### src/rtl/wdt_pkg.sv
package wdt_pkg;
    localparam int PRE_W  = 8;
    localparam int CNT_W  = 7;
    localparam int SEL_W  = 3;
    localparam int REG_W  = 8;
    localparam int DIV_W  = 2;

    typedef enum logic {
        SRC_INSTR = 1'b0,
        SRC_OSC   = 1'b1
    } wdt_src_e;

    typedef struct packed {
        logic fire;
        logic warm;
    } wdt_evt_t;

    function automatic logic [REG_W-1:0] pack_sel(input logic [SEL_W-1:0] s);
        logic [REG_W-1:0] r;
        r = '0;
        r[SEL_W-1:0] = s;
        return r;
    endfunction
endpackage

### src/rtl/wdt_tick_gen.sv
module wdt_tick_gen
    import wdt_pkg::*;
#(
    parameter int DIV_BITS = DIV_W
) (
    input  logic clk,
    input  logic rst,
    input  logic src_osc,
    input  logic osc_tick,
    input  logic halted,
    output logic tick
);
    localparam logic [DIV_BITS-1:0] DIV_LAST = '1;

    logic [DIV_BITS-1:0] div_q;
    wdt_src_e            src;

    assign src = wdt_src_e'(src_osc);

    always_ff @(posedge clk) begin
        if (rst)          div_q <= '0;
        else if (!halted) div_q <= div_q + 1'b1;
    end

    always_comb begin
        if (src == SRC_OSC) tick = osc_tick;
        else                tick = !halted && (div_q == DIV_LAST);
    end

    assert_halt_stops_instr_R8: assert property (@(posedge clk) disable iff (rst)
        (!src_osc && halted) |-> !tick);
endmodule

### src/rtl/wdt_clear_ctl.sv
module wdt_clear_ctl (
    input  logic clk,
    input  logic rst,
    input  logic paired_mode,
    input  logic clr_single,
    input  logic clr_first,
    input  logic clr_second,
    input  logic halt_instr,
    output logic chain_clr
);
    logic first_q, second_q;
    logic sw_valid;

    always_comb begin
        if (paired_mode) sw_valid = (clr_first || first_q) && (clr_second || second_q);
        else             sw_valid = clr_single;
        chain_clr = halt_instr || sw_valid;
    end

    always_ff @(posedge clk) begin
        if (rst || chain_clr) begin
            first_q  <= 1'b0;
            second_q <= 1'b0;
        end else if (paired_mode) begin
            first_q  <= first_q  || clr_first;
            second_q <= second_q || clr_second;
        end
    end

    assert_half_needed_R6: assert property (@(posedge clk) disable iff (rst)
        (paired_mode && !halt_instr && !clr_first && !first_q) |-> !chain_clr);

    assert_latches_drop_R7: assert property (@(posedge clk) disable iff (rst)
        chain_clr |=> (!first_q && !second_q));
endmodule

### src/rtl/wdt_chain.sv
module wdt_chain
    import wdt_pkg::*;
#(
    parameter int PRE_BITS = PRE_W,
    parameter int CNT_BITS = CNT_W,
    parameter int SEL_BITS = SEL_W
) (
    input  logic                clk,
    input  logic                rst,
    input  logic                clr,
    input  logic                tick,
    input  logic [SEL_BITS-1:0] sel,
    output logic                ovf
);
    localparam int NTAPS = CNT_BITS + 1;

    logic [PRE_BITS-1:0] pre_q;
    logic [CNT_BITS-1:0] cnt_q;
    logic [NTAPS-1:0]    stage_hit;
    logic                pre_wrap;

    assign stage_hit[0] = 1'b1;
    generate
        for (genvar k = 1; k < NTAPS; k++) begin : g_tap
            assign stage_hit[k] = &cnt_q[k-1:0];
        end
    endgenerate

    assign pre_wrap = tick && (&pre_q);
    assign ovf      = pre_wrap && stage_hit[sel] && !clr;

    always_ff @(posedge clk) begin
        if (rst || clr || ovf) begin
            pre_q <= '0;
            cnt_q <= '0;
        end else if (tick) begin
            pre_q <= pre_q + 1'b1;
            if (&pre_q) cnt_q <= cnt_q + 1'b1;
        end
    end

    assert_restart_R4: assert property (@(posedge clk) disable iff (rst)
        ovf |=> (pre_q == '0 && cnt_q == '0));

    assert_clear_zero_R7: assert property (@(posedge clk) disable iff (rst)
        clr |=> (pre_q == '0 && cnt_q == '0));
endmodule

### src/rtl/wdog_dual_clear.sv
module wdog_dual_clear
    import wdt_pkg::*;
#(
    parameter int PRE_BITS = PRE_W,
    parameter int CNT_BITS = CNT_W,
    parameter int SEL_BITS = SEL_W,
    parameter int REG_BITS = REG_W,
    parameter logic [SEL_BITS-1:0] SEL_RST = '1
) (
    input  logic                clk,
    input  logic                rst,
    input  logic                src_osc,
    input  logic                paired_mode,
    input  logic                osc_tick,
    input  logic                halted,
    input  logic                clr_single,
    input  logic                clr_first,
    input  logic                clr_second,
    input  logic                halt_instr,
    input  logic                sel_wr,
    input  logic [REG_BITS-1:0] sel_wdata,
    output logic [REG_BITS-1:0] sel_rdata,
    output logic                timeout,
    output logic                full_reset,
    output logic                to_flag
);
    logic [SEL_BITS-1:0] sel_q;
    logic                tick, chain_clr, ovf;
    wdt_evt_t            evt_q;

    wdt_tick_gen u_tick (
        .clk(clk), .rst(rst), .src_osc(src_osc), .osc_tick(osc_tick),
        .halted(halted), .tick(tick)
    );

    wdt_clear_ctl u_clr (
        .clk(clk), .rst(rst), .paired_mode(paired_mode), .clr_single(clr_single),
        .clr_first(clr_first), .clr_second(clr_second), .halt_instr(halt_instr),
        .chain_clr(chain_clr)
    );

    wdt_chain #(.PRE_BITS(PRE_BITS), .CNT_BITS(CNT_BITS), .SEL_BITS(SEL_BITS)) u_chain (
        .clk(clk), .rst(rst), .clr(chain_clr), .tick(tick), .sel(sel_q), .ovf(ovf)
    );

    always_ff @(posedge clk) begin
        if (rst)         sel_q <= SEL_RST;
        else if (sel_wr) sel_q <= sel_wdata[SEL_BITS-1:0];
    end

    always_ff @(posedge clk) begin
        if (rst) begin
            evt_q   <= '{fire: 1'b0, warm: 1'b0};
            to_flag <= 1'b0;
        end else begin
            evt_q.fire <= ovf;
            if (ovf) evt_q.warm <= halted;
            if (halt_instr)          to_flag <= 1'b0;
            else if (ovf && !halted) to_flag <= 1'b1;
        end
    end

    assign timeout    = evt_q.fire;
    assign full_reset = !evt_q.warm;
    assign sel_rdata  = pack_sel(sel_q);

    assert_single_pulse_R4: assert property (@(posedge clk) disable iff (rst)
        timeout |=> !timeout);

    assert_kind_follows_halt_R9: assert property (@(posedge clk) disable iff (rst)
        timeout |-> (full_reset == !$past(halted)));

    assert_full_sets_flag_R9: assert property (@(posedge clk) disable iff (rst)
        (timeout && full_reset) |-> to_flag);

    assert_halt_drops_flag_R10: assert property (@(posedge clk) disable iff (rst)
        halt_instr |=> !to_flag);
endmodule

### config.mk
export PLATFORM = sky130hd
export DESIGN_NAME = wdog_dual_clear
export DESIGN_NICKNAME = d
export VERILOG_FILES = /design/src/rtl/wdt_pkg.sv /design/src/rtl/wdt_tick_gen.sv /design/src/rtl/wdt_clear_ctl.sv /design/src/rtl/wdt_chain.sv /design/src/rtl/wdog_dual_clear.sv
export SDC_FILE = /design/constraint.sdc
export NUM_CORES = 1
export LEC_CHECK = 0
export BUFFER_PORTS_ARGS = -buffer_cell sky130_fd_sc_hd__buf_2
export CAP_MARGIN = 20
export CORE_MARGIN = 5
export CORE_UTILIZATION = 50
export CTS_CLUSTER_SIZE = 30
export DETAILED_ROUTE_END_ITERATION = 10
export MAX_ROUTING_LAYER = met4
export PLACE_DENSITY = 0.75
export RECOVER_POWER = 25
export SYNTH_ARGS = -nofsm -noshare
export SYNTH_HDL_FRONTEND = slang
export SYNTH_HIERARCHICAL = 1
export SYNTH_SLANG_ARGS = --single-unit
### constraint.sdc
create_clock -name clk -period 3.3 [get_ports clk]
set_input_delay 0.33 -clock clk [delete_from_list [all_inputs] [get_ports clk]]
set_output_delay 0.33 -clock clk [all_outputs]
set_load 0.01 [all_outputs]
# ---- Word level (Yosys, flattened, before mapping)
# Cells that the tools add are included.
dict set report word_totals {
  elab_cells 41
  out_inout_bits 11
  register_bits 25
  in_bits 19
}
dict set report classes {
  n_eq_ne 1
  order_cmp 1
  mux 4
  add_sub_neg 3
  n_reduce_logical 23
}
# operator count
set ops {}
lappend ops {{$reduce_and 9->1} 1}
lappend ops {{$add 8x1->8 const B} 1}
lappend ops {{$reduce_and 8->1} 1}
lappend ops {{$add 7x1->7 const B} 1}
lappend ops {{$reduce_and 7->1} 1}
lappend ops {{$logic_and 1x1->1} 6}
lappend ops {{$reduce_and 6->1} 1}
lappend ops {{$logic_or 1x1->1} 5}
lappend ops {{$reduce_and 5->1} 1}
lappend ops {{$lt 3x4->1 const B} 1}
lappend ops {{$reduce_and 4->1} 1}
lappend ops {{$bmux 1 s3} 1}
lappend ops {{$logic_not 1->1} 3}
lappend ops {{$mux 1} 3}
lappend ops {{$reduce_and 3->1} 1}
lappend ops {{$add 2x1->2 const B} 1}
lappend ops {{$eq 2x2->1 const B} 1}
lappend ops {{$reduce_and 2->1} 1}
lappend ops {{$reduce_or 2->1} 1}

# ---- Longest topological paths before layout
# Gate-level depths: netlist (run 1).
dict set report depth {
  word_depth 7
  depth_mapped 8
  ltp_nobuf 8
}

# ---- By module
# The synthesis (run 1) kept the hierarchy.
# mod cells_per_inst instances area_each_um2 seq_area_each_um2
set by_module_without_submodules {}
lappend by_module_without_submodules {wdt_chain 86 1 759.5 300.3}
lappend by_module_without_submodules {wdog_dual_clear 25 1 247.7 120.1}
lappend by_module_without_submodules {wdt_clear_ctl 12 1 131.4 40.0}
lappend by_module_without_submodules {wdt_tick_gen 10 1 93.8 40.0}

# ---- Worst setup path before layout (run 1)
# Ideal clock, no wire load.
dict set report synth_path {
  path_type {register to register}
  start {register u_tick.div_q[0]}
  end {register u_chain.cnt_q[5]}
  required_ps 3234
  synth_period_minus_slack_ps 2195
  n_path_buf 1
  arrival_time_ps 2129
  setup_ps 66
  stages_incl_launch_ff 9
  setup_slack_ps 1105
  path_cell_list {dfxtp_1 -> ha_1 -> nand2b_1 -> o21ai_1 -> nand3_2 -> or3_1 -> buf_2 -> or4_4 -> a21oi_2}
}
dict set report synth_via {
  elab_chain_cells 7
  word_cells_on_any_way 8
  cone_classes {eq/ne (1); mux (1); reduce/logical (6)}
}
# element line_no
set synth_lines {}
lappend synth_lines {{start, declared} wdt_tick_gen.sv:15} ;# logic [DIV_BITS-1:0] div_q;
lappend synth_lines {{start signal, assigned} wdt_tick_gen.sv:22} ;# else if (!halted) div_q <= div_q + 1'b1;
lappend synth_lines {{$eq 2x2->1 (*)} wdt_tick_gen.sv:27} ;# else tick = !halted && (div_q == DIV_LAST);
lappend synth_lines {{$logic_and 1x1->1 (*)} wdt_tick_gen.sv:27}
lappend synth_lines {{$mux 1 (*)} wdt_tick_gen.sv:26} ;# if (src == SRC_OSC) tick = osc_tick;
lappend synth_lines {{via tick} wdog_dual_clear.sv:28} ;# logic tick, chain_clr, ovf;
lappend synth_lines {{$logic_and 1x1->1} wdt_chain.sv:29} ;# assign pre_wrap = tick && (&pre_q);
lappend synth_lines {{$logic_and 1x1->1 (2 in series)} wdt_chain.sv:30} ;# assign ovf = pre_wrap && stage_hit[sel] && !clr;
lappend synth_lines {{$logic_or 1x1->1} wdt_chain.sv:33} ;# if (rst || clr || ovf) begin
lappend synth_lines {{end signal, assigned} wdt_chain.sv:38} ;# if (&pre_q) cnt_q <= cnt_q + 1'b1;
lappend synth_lines {{end, declared} wdt_chain.sv:18} ;# logic [CNT_BITS-1:0] cnt_q;
# The timed path passes the listed nets; every way through them passes the cells marked *.
# A chain may end at the register's enable or synchronous reset.

# ---- Worst setup path in the final report (run 1)
# Ends and elaborated chain as after synthesis.

==> metrics, run 1 <==
status complete, no violations; drc violations 0; Worst-Skew Late Latency about 0.32 ns; vias in the first global route 960; PwrDens between 300 and 400 nW/um^2; hold_buf cts 0; FF+latch area 500 sq um; Die Y-Extent just under 60 um; Mapped Cells about 130; Worst Max-Slew Pin Slew around 0.56 ns; CTS root buf clkbuf_4; Slew HR 62.5%; MaxCap Viol Count 0; FILL cells 236; RSZ-0062 raised after global routing no; CTS tree yes; YS warnings 6; initial drt markers 26; endpoints failing setup 0; CTS Sinks 25; gr ovfl total 0; vias per cell 5.34; Layout area overhead 9.14%; Worst EP required approximately 3.6 ns; worst-path cell chain ha_1 -> nand2b_1 -> o21ai_1 -> nand3_2 -> or3_1 -> or4_4 -> a21oi_2; NumNets Final ~180; DIE AREA roughly 3600 sq um; Pleak slightly above 0.5 nW; clk slew on worst S/H paths 0.14 ns; Final Max Slew Viols 0; CTS max path bufs 2; post-CTS setup repair buffer count 0; setup TNS 0 ns; initial antenna violation count 0; Worst setup EP type flip-flop; Yosys cell types 39; Detailed Place HPWL between 1500 and 2000 um; Avg Cell Area, Syn roughly 9 sq um; crit-path max FO 7; synthesized area between 1000 and 1500 sq um; Critical Path Source Type flip-flop; Total Routed Length 2370 um; drt wl/cell between 10 and 15 um; Die Wd about 60 um; first-pass GRT wire length 3930 um; IO Pins 30; FP Rows 18; Routability Congestion about 0.86; Starting Density 51.1%; largest net degree at the start of global routing 14; area of the multi-input gates ~670 sq um; ANT cells 0; number of nets with antenna violations after routing 0; Setup CP Type flip-flop to flip-flop; Max Clock Skew 0.00978 ns; cts repair resizes 0; delay of the slowest critical-path stage 0.53 ns; Initial DRT Pass Iterations 4; #FFs+latches synth 25; Total GRT Usage 14.7%; Max Clk Rate approximately 400 MHz; minimum clock period ~2.5 ns; final worst slack 0.810 ns; Seq/Total Area, Yosys about two fifths; Vias ~1000; Worst Hold Class primary input to flip-flop; H-tree Lvls 1; final hold vios 0; Worst EP arrival 2.75 ns; Final Cycle Share 75.4%; leading cell type in the layout, fill and taps excluded dfxtp_1; Peak VDD IR 0.344 mV; slowest stage cell, crit path or3_1; Buffers on Ports 19; Setup WS pre-CTS between 0.8 and 0.9 ns; layout cells sized above 1 between 20% and 30%; core area ~2400 sq um; most frequent cells in the layout 25 x dfxtp_1, 19 x buf_2, 14 x nor2_1, 11 x nand2_1, 6 x a21oi_1; CTS Buf Count 3
-- state kept, by name, summed over array words and instances, names as in the netlist --
signal          count
u_clr/second_q      1
to_flag             1
evt_q               1
timeout             1
u_chain/cnt_q       7
sel_q               3
u_tick/div_q        2
u_chain/pre_q       8
u_clr/first_q       1
-- metrics by stage --
stage | cell area (sq um) | std cells | hold WS (ns) | power [mW] | util, %
floorplan | 1250 | 137 | 0.402 | 0.354 | -
CTS | 1370 | 184 | 0.204 | 0.507 | 56.7
global placement | 1340 | 180 | 0.446 | 0.368 | 55.6
global route | 1350 | 184 | 0.202 | 0.522 | 55.8
detailed placement | 1340 | 180 | 0.456 | 0.371 | 55.6
finish | 1350 | 184 | 0.205 | 0.500 | 55.8
-- critical path: cells and delay by family (launching register included) --
family / cells / cell delay [ns]
DFF: 1 / 0.40
AOI/OAI and AO/OA: 2 / 0.57
and+or+nand+nor: 4 / 1.30
adders and majority gates: 1 / 0.16
-- kinds of logic (layout without fill, tap and decap cells) --
logic type,count (synthesis),in the layout,synth area share (%)
fa+ha+maj,5,5,5.08
mux,4,4,4.26
buf+inv,9,26,4.47
simple gates,59,59,27.0
other cells,1,5,0.304
flops,25,25,40.6
xor+xnor,10,10,7.11
compound gates,20,20,11.2
-- power by group --
group          switching (mW)  internal, mW
sequential            0.00554         0.308
combinational          0.0260        0.0226
clock                  0.0906        0.0473
-- layer usage --
metal | GRT usage [%] | share of wire [%] | vias up
li1 | - | - | 499
met1 | 15.9 | 41 | 461
met2 | 27.0 | 54 | 20
met3 | 2.61 | 3.8 | 2
met4 | 4.11 | 1.1 | 0
met5 | - | 0 | -
-- synthesized netlist by cell type (all sizes together) --
cell | n | share of area [%]
nor2b | 6 | 3.2
a211o | 4 | 2.8
xnor2 | 5 | 3.6
o221a | 1 | 0.91
nand4 | 2 | 1.0
nor4 | 3 | 2.0
o21ai | 3 | 1.2
conb | 1 | 0.30
o22ai | 1 | 0.51
or3 | 2 | 1.0
and3 | 2 | 1.1
nand2b | 2 | 1.0
o31ai | 1 | 0.61
mux4 | 1 | 1.8
nor4b | 1 | 1.9
nand3 | 6 | 2.8
ha | 5 | 5.1
xor2 | 5 | 3.6
inv | 2 | 0.61
nand2 | 11 | 3.4
buf | 7 | 3.9
nor2 | 14 | 4.3
or2 | 4 | 2.2
dfxtp | 25 | 41
mux2i | 3 | 2.4
nor3 | 5 | 2.0
o21a | 2 | 1.2
or4 | 1 | 0.91
a21oi | 7 | 3.1
o41ai | 1 | 0.71
-- final timing paths --
kind	start	endpoint	slack [ns]	depth (start not counted)
worst max-delay path	u_tick/div_q[0]	u_chain/cnt_q[5]	0.81	7
worst min-delay path	sel_wdata[1]	sel_q[1]	0.21	2
worst max register to register	u_tick/div_q[0]	u_chain/cnt_q[5]	0.81	7
worst min register to register	to_flag	to_flag	0.48	1
-- final cells by class --
type                            instances  share of cell area (%)
Multi-Input combinational cell        103                    49.9
Sequential cell                        25                    37.2
Timing Repair Buffer                   20                    7.63
Tap cell                               30                    2.79
Clock buffer                            4                    1.95
Inverter                                2                   0.558
(Power assumes the default switching activity.)
==> inputs of run 2 (changes only) <==
==> constraint.sdc (replaced) <==
create_clock -name clk -period 2.52 [get_ports clk]
set_input_delay 0.252 -clock clk [delete_from_list [all_inputs] [get_ports clk]]
set_output_delay 0.252 -clock clk [all_outputs]
set_load 0.01 [all_outputs]
==> metrics, run 2 (synthesis results as in run 1) <==
core area 2410 sq um (unchanged); Worst Path Buf+Inv 1 (was 0); Initial DRT Pass Iterations 4 (unchanged); ANT cells 0 (unchanged); Setup CP Type flip-flop to flip-flop (unchanged); hold_buf cts 0 (unchanged); sequential power share 62.2% (was 62.7%); NumNets Final 182 (was 179); Worst setup EP type flip-flop (unchanged); Final Max Slew Viols 0 (unchanged); CTS root buf clkbuf_4 (unchanged); busiest grt layer met2 (unchanged); cts repair resizes 0 (unchanged); status complete, no violations (unchanged); RSZ-0062 raised after global routing no (unchanged); crit-path max FO 4 (was 7); Buffers on Ports 19 (unchanged); CTS Sinks 25 (unchanged); MaxCap Viol Count 0 (unchanged); gr ovfl total 0 (unchanged); FP Rows 18 (unchanged); Pleak 0.532 nW (was 0.515 nW); minimum clock period 2.26 ns (was 2.49 ns); final hold vios 0 (unchanged); Largest regs u_chain/pre_q: 8 flops, u_chain/cnt_q: 7 flops, sel_q: 3 flops (unchanged); number of nets with antenna violations after routing 0 (unchanged); clk slew on worst S/H paths 0.14 ns (about the same); CTS max path bufs 2 (unchanged); layout cells sized above 1 23.6% (was 21.4%); Sw Share 25.2% (was 24.4%); delay of the slowest critical-path stage 0.45 ns (was 0.53 ns); DIE AREA 3560 sq um (unchanged); largest net degree at the start of global routing 15 (was 14); initial antenna violation count 0 (unchanged); placed instance area 1360 sq um (was 1340 sq um); Worst Hold Class primary input to flip-flop (unchanged); M3 GR Usage 4.58% (was 2.61%); Max Clk Rate 443 MHz (was 402 MHz); Layout area overhead 11.1% (was 9.14%); max FFs per register 8 (unchanged); leading cell type in the layout, fill and taps excluded dfxtp_1 (unchanged); initial drt markers 25 (was 26); PwrDens 482 nW/um^2 (was 372 nW/um^2); endpoints failing setup 0 (unchanged); CTS Buf Count 3 (unchanged); Worst-Skew Late Latency 0.33 ns (was 0.32 ns); Die Wd 59.6 um (unchanged); Starting Density 51.1% (unchanged); Final Cycle Share 89.6% (was 75.4%); drc violations 0 (unchanged); vias per cell 5.35 (was 5.34); post-CTS setup repair buffer count 0 (unchanged); Total Routed Length 2300 um (was 2370 um); Switch Pwr 167 uW (was 122 uW); Worst EP required 2.76 ns (was 3.56 ns); Vias 1000 (was 982); vias in the first global route 921 (was 960); family with the most delay on the worst path multiplexers (was simple AND/OR/NAND/NOR gates); Setup WS pre-CTS 0.275 ns (was 0.819 ns); slowest stage cell, crit path mux4_2 (was or3_1); Routability Congestion 0.838 (was 0.858); Critical Path Source Type flip-flop (unchanged); H-tree Lvls 1 (unchanged); most flop-heavy register u_chain/pre_q (unchanged); worst-path cell chain ha_1 -> and3_1 -> ha_1 -> mux4_2 -> o22ai_1 -> nor4_1 -> buf_4 -> nor2b_1 -> o21a_1 (was ha_1 -> nand2b_1 -> o21ai_1 -> nand3_2 -> or3_1 -> or4_4 -> a21oi_2); Design Area, Final 1370 sq um (was 1350 sq um); Tot Pwr 660 uW (was 500 uW); setup TNS 0 ns (unchanged); Detailed Place HPWL 1760 um (was 1890 um); met1 Usage GRT 15.5% (was 15.9%); Worst EP arrival 2.50 ns (was 2.75 ns); CTS tree yes (unchanged); power share of the clock group 28.1% (was 27.6%); Peak VDD IR 0.496 mV (was 0.344 mV); most frequent cells in the layout 25 x dfxtp_1, 19 x buf_2, 14 x nor2_1, 11 x nand2_1, 6 x a21oi_1 (unchanged); drt wl/cell 12.3 um (was 12.9 um); first-pass GRT wire length 3710 um (was 3930 um); Max Clock Skew 0.00906 ns (was 0.00978 ns); Most common cell on crit path ha_1; Total GRT Usage 13.7% (was 14.7%); IO Pins 30 (unchanged); Die Y-Extent 59.6 um (unchanged); final worst slack 0.262 ns (was 0.810 ns); internal power 494 uW (was 378 uW); GRT met2 Usage 23.9% (was 27.0%); Comb pwr share 9.8% (was 9.7%)
run 2: path summary, 6_finish.rpt:
check	start	endpoint	slack [ns]	depth (start not counted)
worst min register to register	to_flag	to_flag	0.48	1
worst max-delay path	u_chain/cnt_q[0]	to_flag	0.26	9
worst min-delay path	sel_wdata[0]	sel_q[0]	0.12	2
worst max register to register	u_chain/cnt_q[0]	to_flag	0.26	9
run 2: metrics by stage:
stage	cells	hold WS, ns	util, %
3_5_place_dp	183	0.454	56.5
3_3_place_gp	183	0.446	56.5
2_1_floorplan	137	0.324	-
4_1_cts	187	0.108	57.7
6_report	187	0.116	56.8
5_1_grt	187	0.0987	56.8
run 2: cell type report:
| class | count | area [sq um] |
|---|---|---|
| Clock buffer | 3 | 22.5 |
| Clock inverter | 1 | 5.00 |
| Fill cell | 229 | 1040 |
| Inverter | 2 | 7.51 |
| Multi-Input combinational cell | 103 | 671 |
| Sequential cell | 25 | 500 |
| Tap cell | 30 | 37.5 |
| Timing Repair Buffer | 23 | 125 |
run 2: worst reg2reg max path, delay by kind of cell (launching register included):
| kind | cells | cell delay (ns) |
|---|---|---|
| buf+inv | 1 | 0.14 |
| fa+ha+maj | 2 | 0.43 |
| simple gates | 3 | 0.42 |
| flops | 1 | 0.38 |
| mux | 1 | 0.45 |
| compound gates | 2 | 0.36 |
run 2: routing by layer:
| metal | up-vias | wire (um) |
|---|---|---|
| li1 | 504 | - |
| met1 | 475 | 990 |
| met2 | 21 | 1180 |
| met3 | 0 | 126 |
| met4 | 0 | 0 |
| met5 | - | 0 |
run 2: power groups by stage:
stage	Sequential [mW]	Clock, mW	Combinational [mW]
after CTS	0.410	0.194	0.0681
after global routing	0.412	0.210	0.0724
after detailed placement	0.419	0	0.0678
after global placement	0.418	0	0.0653
after floorplan	0.419	0	0.0447
final	0.410	0.185	0.0646
